<file path="config.mk">
export PLATFORM = sky130hd
export DESIGN_NAME = nest_addr_gen
export DESIGN_NICKNAME = d
export VERILOG_FILES = /design/src/rtl/nag_pkg.sv /design/src/rtl/nag_loop_seq.sv /design/src/rtl/nag_bound_adj.sv /design/src/rtl/nag_addr_calc.sv /design/src/rtl/nest_addr_gen.sv
export SDC_FILE = /design/constraint.sdc
export NUM_CORES = 2
export LEC_CHECK = 0
export BUFFER_PORTS_ARGS = -buffer_cell sky130_fd_sc_hd__buf_2
export CORE_MARGIN = 2
export CORE_UTILIZATION = 45
export CTS_CLUSTER_DIAMETER = 200
export DETAILED_ROUTE_END_ITERATION = 16
export GPL_TIMING_DRIVEN = 1
export PLACE_DENSITY_LB_ADDON = 0.05
export SLEW_MARGIN = 20
export SYNTH_ARGS = -nofsm -noshare
export SYNTH_HDL_FRONTEND = slang
export SYNTH_HIERARCHICAL = 1
export SYNTH_SLANG_ARGS = --single-unit
</file>
<file path="constraint.sdc">
create_clock -name clk_i -period 6.2 [get_ports clk_i]
set_input_delay 0.62 -clock clk_i [delete_from_list [all_inputs] [get_ports clk_i]]
set_output_delay 0.62 -clock clk_i [all_outputs]
set_load 0.005 [all_outputs]
</file>
<file path="src/rtl/nag_pkg.sv">
package nag_pkg;
  typedef enum logic {
    BND_WRAP = 1'b0,
    BND_ZERO = 1'b1
  } bnd_mode_e;
endpackage

</file>
<file path="src/rtl/nag_loop_seq.sv">
module nag_loop_seq #(
  parameter int NUM_LVL = 4,
  parameter int LEN_W   = 10,
  parameter int IDX_W   = 12,
  parameter int ACC_W   = 22
) (
  input  logic                     clk_i,
  input  logic                     rst_ni,
  input  logic                     start_i,
  input  logic [NUM_LVL*LEN_W-1:0] len_i,
  input  logic [NUM_LVL*IDX_W-1:0] drow_i,
  input  logic [NUM_LVL*IDX_W-1:0] dcol_i,
  output logic                     vld_o,
  output logic                     last_o,
  output logic [NUM_LVL*ACC_W-1:0] acc_row_o,
  output logic [NUM_LVL*ACC_W-1:0] acc_col_o
);
  localparam int LVL_W = $clog2(NUM_LVL);

  logic [LVL_W-1:0]   top_q, top_d;
  logic               run_q, empty_q;
  logic [NUM_LVL:0]   carry;
  logic [NUM_LVL-1:0] wrap, used, fin_vec;
  logic               fin;

  // highest level reached before the first zero trip count
  always_comb begin
    top_d = '0;
    for (int l = 1; l < NUM_LVL; l++)
      if (len_i[l*LEN_W +: LEN_W] != '0 && top_d == LVL_W'(l - 1)) top_d = LVL_W'(l);
  end

  assign carry[0] = 1'b1;

  for (genvar l = 0; l < NUM_LVL; l++) begin : g_lvl
    logic        [LEN_W-1:0] len_q, cnt_q;
    logic signed [IDX_W-1:0] drow_q, dcol_q;
    logic signed [ACC_W-1:0] arow_q, acol_q;

    assign used[l]     = (top_q >= LVL_W'(l));
    assign wrap[l]     = (cnt_q == len_q - LEN_W'(1));
    assign fin_vec[l]  = wrap[l] | ~used[l];
    assign carry[l+1]  = carry[l] & wrap[l];
    assign acc_row_o[l*ACC_W +: ACC_W] = arow_q;
    assign acc_col_o[l*ACC_W +: ACC_W] = acol_q;

    always_ff @(posedge clk_i or negedge rst_ni) begin
      if (!rst_ni) begin
        len_q  <= '0;
        cnt_q  <= '0;
        drow_q <= '0;
        dcol_q <= '0;
        arow_q <= '0;
        acol_q <= '0;
      end else if (start_i) begin
        len_q  <= len_i[l*LEN_W +: LEN_W];
        drow_q <= $signed(drow_i[l*IDX_W +: IDX_W]);
        dcol_q <= $signed(dcol_i[l*IDX_W +: IDX_W]);
        cnt_q  <= '0;
        arow_q <= '0;
        acol_q <= '0;
      end else if (run_q && carry[l] && used[l]) begin
        if (wrap[l]) begin
          cnt_q  <= '0;
          arow_q <= '0;
          acol_q <= '0;
        end else begin
          cnt_q  <= cnt_q + LEN_W'(1);
          arow_q <= arow_q + ACC_W'(drow_q);
          acol_q <= acol_q + ACC_W'(dcol_q);
        end
      end
    end

    AST_CNT_BELOW_LEN: assert property (@(posedge clk_i) disable iff (!rst_ni)
      (run_q && used[l]) |-> (cnt_q < len_q));
  end

  assign fin = &fin_vec;

  always_ff @(posedge clk_i or negedge rst_ni) begin
    if (!rst_ni) begin
      run_q   <= 1'b0;
      empty_q <= 1'b0;
      top_q   <= '0;
    end else if (start_i) begin
      run_q   <= (len_i[LEN_W-1:0] != '0);
      empty_q <= (len_i[LEN_W-1:0] == '0);
      top_q   <= top_d;
    end else begin
      empty_q <= 1'b0;
      if (run_q && fin) run_q <= 1'b0;
    end
  end

  assign vld_o  = run_q;
  assign last_o = (run_q & fin) | empty_q;

  AST_RUN_HOLDS: assert property (@(posedge clk_i) disable iff (!rst_ni)
    (run_q && !fin && !start_i) |=> run_q);
endmodule

</file>
<file path="src/rtl/nag_bound_adj.sv">
module nag_bound_adj #(
  parameter int SUM_W = 24,
  parameter int DIM_W = 10
) (
  input  logic signed [SUM_W-1:0] idx_i,
  input  logic        [DIM_W-1:0] len_i,
  input  nag_pkg::bnd_mode_e      mode_i,
  output logic        [DIM_W-1:0] idx_o,
  output logic                    zf_o
);
  logic signed [SUM_W-1:0] len_s, fixed;
  logic lo, hi;

  assign len_s = SUM_W'(len_i);
  assign lo    = idx_i < 0;
  assign hi    = idx_i >= len_s;

  always_comb begin
    if (lo)      fixed = idx_i + len_s;
    else if (hi) fixed = idx_i - len_s;
    else         fixed = idx_i;
  end

  assign zf_o  = (mode_i == nag_pkg::BND_ZERO) && (lo || hi);
  assign idx_o = zf_o ? '0 : fixed[DIM_W-1:0];
endmodule

</file>
<file path="src/rtl/nag_addr_calc.sv">
module nag_addr_calc #(
  parameter int DIM_W  = 10,
  parameter int ADDR_W = 24
) (
  input  logic [DIM_W-1:0]  row_i,
  input  logic [DIM_W-1:0]  col_i,
  input  logic [DIM_W-1:0]  row_len_i,
  input  logic [ADDR_W-1:0] base_i,
  input  logic              zf_i,
  output logic [ADDR_W-1:0] addr_o
);
  logic [2*DIM_W-1:0] prod;

  assign prod   = col_i * row_len_i;
  assign addr_o = zf_i ? base_i : base_i + ADDR_W'(prod) + ADDR_W'(row_i);
endmodule

</file>
<file path="src/rtl/nest_addr_gen.sv">
module nest_addr_gen #(
  parameter int NUM_LVL = 4,
  parameter int LEN_W   = 10,
  parameter int IDX_W   = 12,
  parameter int DIM_W   = 10,
  parameter int ADDR_W  = 24
) (
  input  logic                     clk_i,
  input  logic                     rst_ni,
  input  logic                     start_i,
  input  logic [NUM_LVL*LEN_W-1:0] len_i,
  input  logic [NUM_LVL*IDX_W-1:0] drow_i,
  input  logic [NUM_LVL*IDX_W-1:0] dcol_i,
  input  logic [IDX_W-1:0]         org_row_i,
  input  logic [IDX_W-1:0]         org_col_i,
  input  logic [DIM_W-1:0]         row_len_i,
  input  logic [DIM_W-1:0]         col_len_i,
  input  logic [ADDR_W-1:0]        base_i,
  input  logic                     zero_fill_i,
  output logic [ADDR_W-1:0]        addr_o,
  output logic                     zfill_o,
  output logic                     valid_o,
  output logic                     done_o
);
  localparam int ACC_W = IDX_W + LEN_W;
  localparam int SUM_W = ACC_W + $clog2(NUM_LVL + 1);

  logic signed [IDX_W-1:0] org_row_q, org_col_q;
  logic [DIM_W-1:0]        row_len_q, col_len_q;
  logic [ADDR_W-1:0]       base_q;
  nag_pkg::bnd_mode_e      mode_q;

  logic                     seq_vld, seq_last;
  logic [NUM_LVL*ACC_W-1:0] acc_row, acc_col;
  logic signed [SUM_W-1:0]  row_sum, col_sum;

  logic                    s1_vld, s1_last;
  logic signed [SUM_W-1:0] s1_row, s1_col;
  logic [DIM_W-1:0]        adj_row, adj_col, s2_row, s2_col;
  logic                    zf_row, zf_col, s2_vld, s2_last, s2_zf;
  logic [ADDR_W-1:0]       addr_d;
  logic                    last3;

  always_ff @(posedge clk_i or negedge rst_ni) begin
    if (!rst_ni) begin
      org_row_q <= '0;
      org_col_q <= '0;
      row_len_q <= '0;
      col_len_q <= '0;
      base_q    <= '0;
      mode_q    <= nag_pkg::BND_WRAP;
    end else if (start_i) begin
      org_row_q <= $signed(org_row_i);
      org_col_q <= $signed(org_col_i);
      row_len_q <= row_len_i;
      col_len_q <= col_len_i;
      base_q    <= base_i;
      mode_q    <= zero_fill_i ? nag_pkg::BND_ZERO : nag_pkg::BND_WRAP;
    end
  end

  nag_loop_seq #(
    .NUM_LVL(NUM_LVL), .LEN_W(LEN_W), .IDX_W(IDX_W), .ACC_W(ACC_W)
  ) u_seq (
    .clk_i    (clk_i),
    .rst_ni   (rst_ni),
    .start_i  (start_i),
    .len_i    (len_i),
    .drow_i   (drow_i),
    .dcol_i   (dcol_i),
    .vld_o    (seq_vld),
    .last_o   (seq_last),
    .acc_row_o(acc_row),
    .acc_col_o(acc_col)
  );

  always_comb begin
    row_sum = SUM_W'(org_row_q);
    col_sum = SUM_W'(org_col_q);
    for (int l = 0; l < NUM_LVL; l++) begin
      row_sum = row_sum + SUM_W'($signed(acc_row[l*ACC_W +: ACC_W]));
      col_sum = col_sum + SUM_W'($signed(acc_col[l*ACC_W +: ACC_W]));
    end
  end

  // stage 1: raw indices
  always_ff @(posedge clk_i or negedge rst_ni) begin
    if (!rst_ni) begin
      s1_vld  <= 1'b0;
      s1_last <= 1'b0;
      s1_row  <= '0;
      s1_col  <= '0;
    end else begin
      s1_vld  <= seq_vld;
      s1_last <= seq_last;
      s1_row  <= row_sum;
      s1_col  <= col_sum;
    end
  end

  nag_bound_adj #(.SUM_W(SUM_W), .DIM_W(DIM_W)) u_adj_row (
    .idx_i(s1_row), .len_i(row_len_q), .mode_i(mode_q), .idx_o(adj_row), .zf_o(zf_row)
  );
  nag_bound_adj #(.SUM_W(SUM_W), .DIM_W(DIM_W)) u_adj_col (
    .idx_i(s1_col), .len_i(col_len_q), .mode_i(mode_q), .idx_o(adj_col), .zf_o(zf_col)
  );

  // stage 2: adjusted indices
  always_ff @(posedge clk_i or negedge rst_ni) begin
    if (!rst_ni) begin
      s2_vld  <= 1'b0;
      s2_last <= 1'b0;
      s2_zf   <= 1'b0;
      s2_row  <= '0;
      s2_col  <= '0;
    end else begin
      s2_vld  <= s1_vld;
      s2_last <= s1_last;
      s2_zf   <= zf_row | zf_col;
      s2_row  <= adj_row;
      s2_col  <= adj_col;
    end
  end

  nag_addr_calc #(.DIM_W(DIM_W), .ADDR_W(ADDR_W)) u_addr (
    .row_i(s2_row), .col_i(s2_col), .row_len_i(row_len_q),
    .base_i(base_q), .zf_i(s2_zf), .addr_o(addr_d)
  );

  // stage 3: outputs
  always_ff @(posedge clk_i or negedge rst_ni) begin
    if (!rst_ni) begin
      addr_o  <= '0;
      zfill_o <= 1'b0;
      valid_o <= 1'b0;
      last3   <= 1'b0;
      done_o  <= 1'b0;
    end else begin
      addr_o  <= addr_d;
      zfill_o <= s2_vld & s2_zf;
      valid_o <= s2_vld;
      last3   <= s2_last;
      done_o  <= last3;
    end
  end

  AST_DONE_PULSE: assert property (@(posedge clk_i) disable iff (!rst_ni)
    done_o |=> !done_o);
  AST_DONE_NO_VALID: assert property (@(posedge clk_i) disable iff (!rst_ni)
    done_o |-> !valid_o);
  AST_WRAP_IN_RANGE: assert property (@(posedge clk_i) disable iff (!rst_ni)
    (s2_vld && !s2_zf) |-> (s2_row < row_len_q && s2_col < col_len_q));
  AST_ZF_AT_BASE: assert property (@(posedge clk_i) disable iff (!rst_ni)
    (valid_o && zfill_o) |-> (addr_o == base_q));
endmodule

</file>
==> results.cfg <==
[outcome]
status = complete, no violations

[logic_synthesis]
synth-edff-count = 0
syn_avg_cell_area_sq_um = 9.439
yosys_warnings = 6
syn-instance-count = 4393
synth-xor-area-share_pct = 5.660
synthMuxAreaShare_pct = 4.930
synth_cell_type_count = 109
async_reset_ff_share_pct = 100.0
synth_top_family_by_area = adder cells
netlist_area_sq_mm = 0.04147
synth_compound_area_share_pct = 16.11
seq_area_frac_synth_pct = 31.86
synth_flop_cell = dfrtp_1
yosys.area_share.simple_pct = 12.55
synthAdderAreaFrac_pct = 21.29
synth_seq_cells = 528
syn-num-nets = 5162

[drt]
wl_um = 106800
vias_per_cell = 5.313
detail_route.wl_per_cell_um = 18.40
num_vias = 30850
drc = 0
ant_nets = 0
drtIter0Drc = 1865
drt-pass1-iter-count = 5

[timing]
max-slew-margin-rel_pct = 25.60
rsz0062_at_grt = false
drv_slew = 0
whs_ns = 0.1790
setup_viol = 0
fin_worst_skew_ns = 0.02860
fmax_mhz = 184.5
hold_viol = 0
tightest_slew_ns = 1.114
setup_tns_ns = 0
fin_crit_sh_pct = 87.43
period_minus_slack_ns = 5.421

[finish]
multi_input_area_sq_mm = 0.02516
final_common_cell = inv_1
layout_common_cells = inv_1, dfrtp_1, nand2_1
drive_gt1_share_pct = 13.78
fillers = 8554
regArea_sq_mm = 0.01321
layout.nets = 5339
final_cell_area_sq_mm = 0.04614
area_delta_synth_final_pct = 11.27

[placed_design]
gp_congestion = 0.8787
numPortBuffers = 234
post-dp-hpwl_um = 83040
place_area_sq_mm = 0.04371

[worst_setup_path]
arrival_ns = 5.93
critPathKind = flop to flop
worstPathRequired_ns = 6.71
critPathMaxFanout = 13
startpoint_type = flop
end_kind = flop

[global_routing]
grt_pass1_vias = 30900
grt-ovfl-total = 0
grt_max_degree = 152
grtUsageTotal_pct = 23.07
grt_pass1_wl_um = 172900
antenna_found_initial = 10

[clocking]
clock_sinks = 528
clk_path_buf_depth = 3
post_cts_buffers = 0
cts_tree = built
htreeDepth = 3
clockRootBuffer = clkbuf_16
cts_resized = 0
cts_made_buffers = 69
postCtsHoldBufs = 1
clk_pin_slew_worst_paths_ns = 0.06
worstSkewPairLatency_ns = 0.64

[floorplan]
die_h_um = 307.6
core.rowCount = 111
dieArea_sq_mm = 0.09459
core-area_sq_mm = 0.09152
io-pin-count = 235
start_util_pct = 45.31
die_x_um = 307.6

[hold_path]
min-delay-path-class = input port to flop

[flow_run]
cap_violations = 0
[synth_stat cells, types with 9 or more instances]
| cell | instances | area share (%) |
|---|---|---|
| a211o_1 | 12 | 0.25 |
| a211oi_1 | 24 | 0.43 |
| a211oi_2 | 9 | 0.27 |
| a21o_1 | 90 | 1.6 |
| a21oi_1 | 192 | 2.3 |
| a221oi_2 | 9 | 0.33 |
| a22o_1 | 21 | 0.44 |
| a31o_2 | 11 | 0.23 |
| a31oi_1 | 34 | 0.51 |
| a41oi_1 | 10 | 0.21 |
| and2_1 | 68 | 1.0 |
| and3_1 | 43 | 0.65 |
| and4_1 | 9 | 0.19 |
| buf_2 | 30 | 0.36 |
| clkbuf_1 | 101 | 0.91 |
| dfrtp_1 | 528 | 32 |
| fa_1 | 241 | 12 |
| ha_1 | 320 | 9.7 |
| inv_1 | 660 | 6.0 |
| mux2_2 | 170 | 4.6 |
| mux2i_1 | 13 | 0.31 |
| nand2_1 | 390 | 3.5 |
| nand2b_1 | 50 | 0.75 |
| nand3_1 | 63 | 0.76 |
| nand4_1 | 28 | 0.42 |
| nor2_1 | 165 | 1.5 |
| nor2b_1 | 45 | 0.68 |
| nor3_1 | 46 | 0.56 |
| nor4_1 | 15 | 0.23 |
| o211ai_1 | 16 | 0.29 |
| o21a_1 | 42 | 0.76 |
| o21ai_0 | 259 | 3.1 |
| o21ai_1 | 94 | 1.1 |
| o21bai_1 | 28 | 0.51 |
| o31ai_1 | 46 | 0.83 |
| o41ai_1 | 12 | 0.25 |
| or2_2 | 10 | 0.15 |
| or3_1 | 29 | 0.44 |
| xnor2_1 | 144 | 3.0 |
| xor2_1 | 124 | 2.6 |
[cell families after synthesis]
kind of cell / after synthesis
compound gates: 1013
xor+xnor: 268
fa+ha+maj: 561
buf+inv: 809
flops: 528
mux: 183
simple gates: 1031
[metrics by stage]
step / utilization (%) / cells / worst slack (ns)
6_report: 50.41 / 5806 / 0.7794
3_3_place_gp: 47.75 / 5684 / 0.8788
5_1_grt: 50.41 / 5803 / 0.4564
4_1_cts: 50.40 / 5801 / 0.7794
3_5_place_dp: 47.75 / 5684 / 0.8056
2_1_floorplan: - / 4393 / 1.160
[layout make-up]
| type | instances | share of cell area, % |
|---|---|---|
| Multi-Input combinational cell | 3056 | 54.52 |
| Sequential cell | 528 | 28.64 |
| Inverter | 663 | 5.394 |
| Clock buffer | 96 | 4.453 |
| Tap cell | 1186 | 3.216 |
| Timing Repair Buffer | 252 | 2.988 |
| Clock inverter | 20 | 0.7674 |
| Antenna cell | 5 | 0.02712 |
[worst paths after layout]
kind	start	end	slack, ns	cells past startpoint
min	len_i[7]	u_seq/empty_q	0.18	2
max in group asynchronous	rst_ni	u_seq/g_lvl[3].drow_q[11]	4.32	3
max	row_len_q[6]	addr_o[22]	0.78	16
max reg2reg	row_len_q[6]	addr_o[22]	0.78	16
min in group asynchronous	rst_ni	col_len_q[9]	0.55	2
min reg2reg	last3	done_o	0.35	0
[per-layer routing]
layer  global-route usage [%]  up-vias  wire [um]
li1                         -    15220          -
met1                    33.38    14910      52310
met2                    36.15      578      47610
met3                    3.489      140       4408
met4                    5.910        6       2474
met5                        0        -         38
[critical path, stage by stage, from the launching register on]
cell and delay (ns):
dfrtp_1 0.59, nand2_1 0.17, fa_1 0.57, inv_1 0.05, fa_1 0.46, fa_1 0.52, fa_1 0.55, inv_1 0.05
fa_1 0.52, inv_1 0.04, ha_1 0.43, and3_1 0.26, a221oi_2 0.29, a31oi_1 0.20, a221oi_2 0.32, o22ai_1 0.13
xnor2_1 0.14
[sequential cells by signal (all words and copies together), names as in the netlist, 25 cells and up]
| name | flops |
|---|---|
| u_seq/g_lvl.drow_q | 48 |
| s1_row | 25 |
| u_seq/g_lvl.arow_q | 88 |
| u_seq/g_lvl.acol_q | 88 |
| u_seq/g_lvl.len_q | 40 |
| u_seq/g_lvl.cnt_q | 40 |
| u_seq/g_lvl.dcol_q | 48 |
| s1_col | 25 |
Power is not shown: default switching activity piles up to over one toggle a cycle in this logic, so the estimate is an artifact.
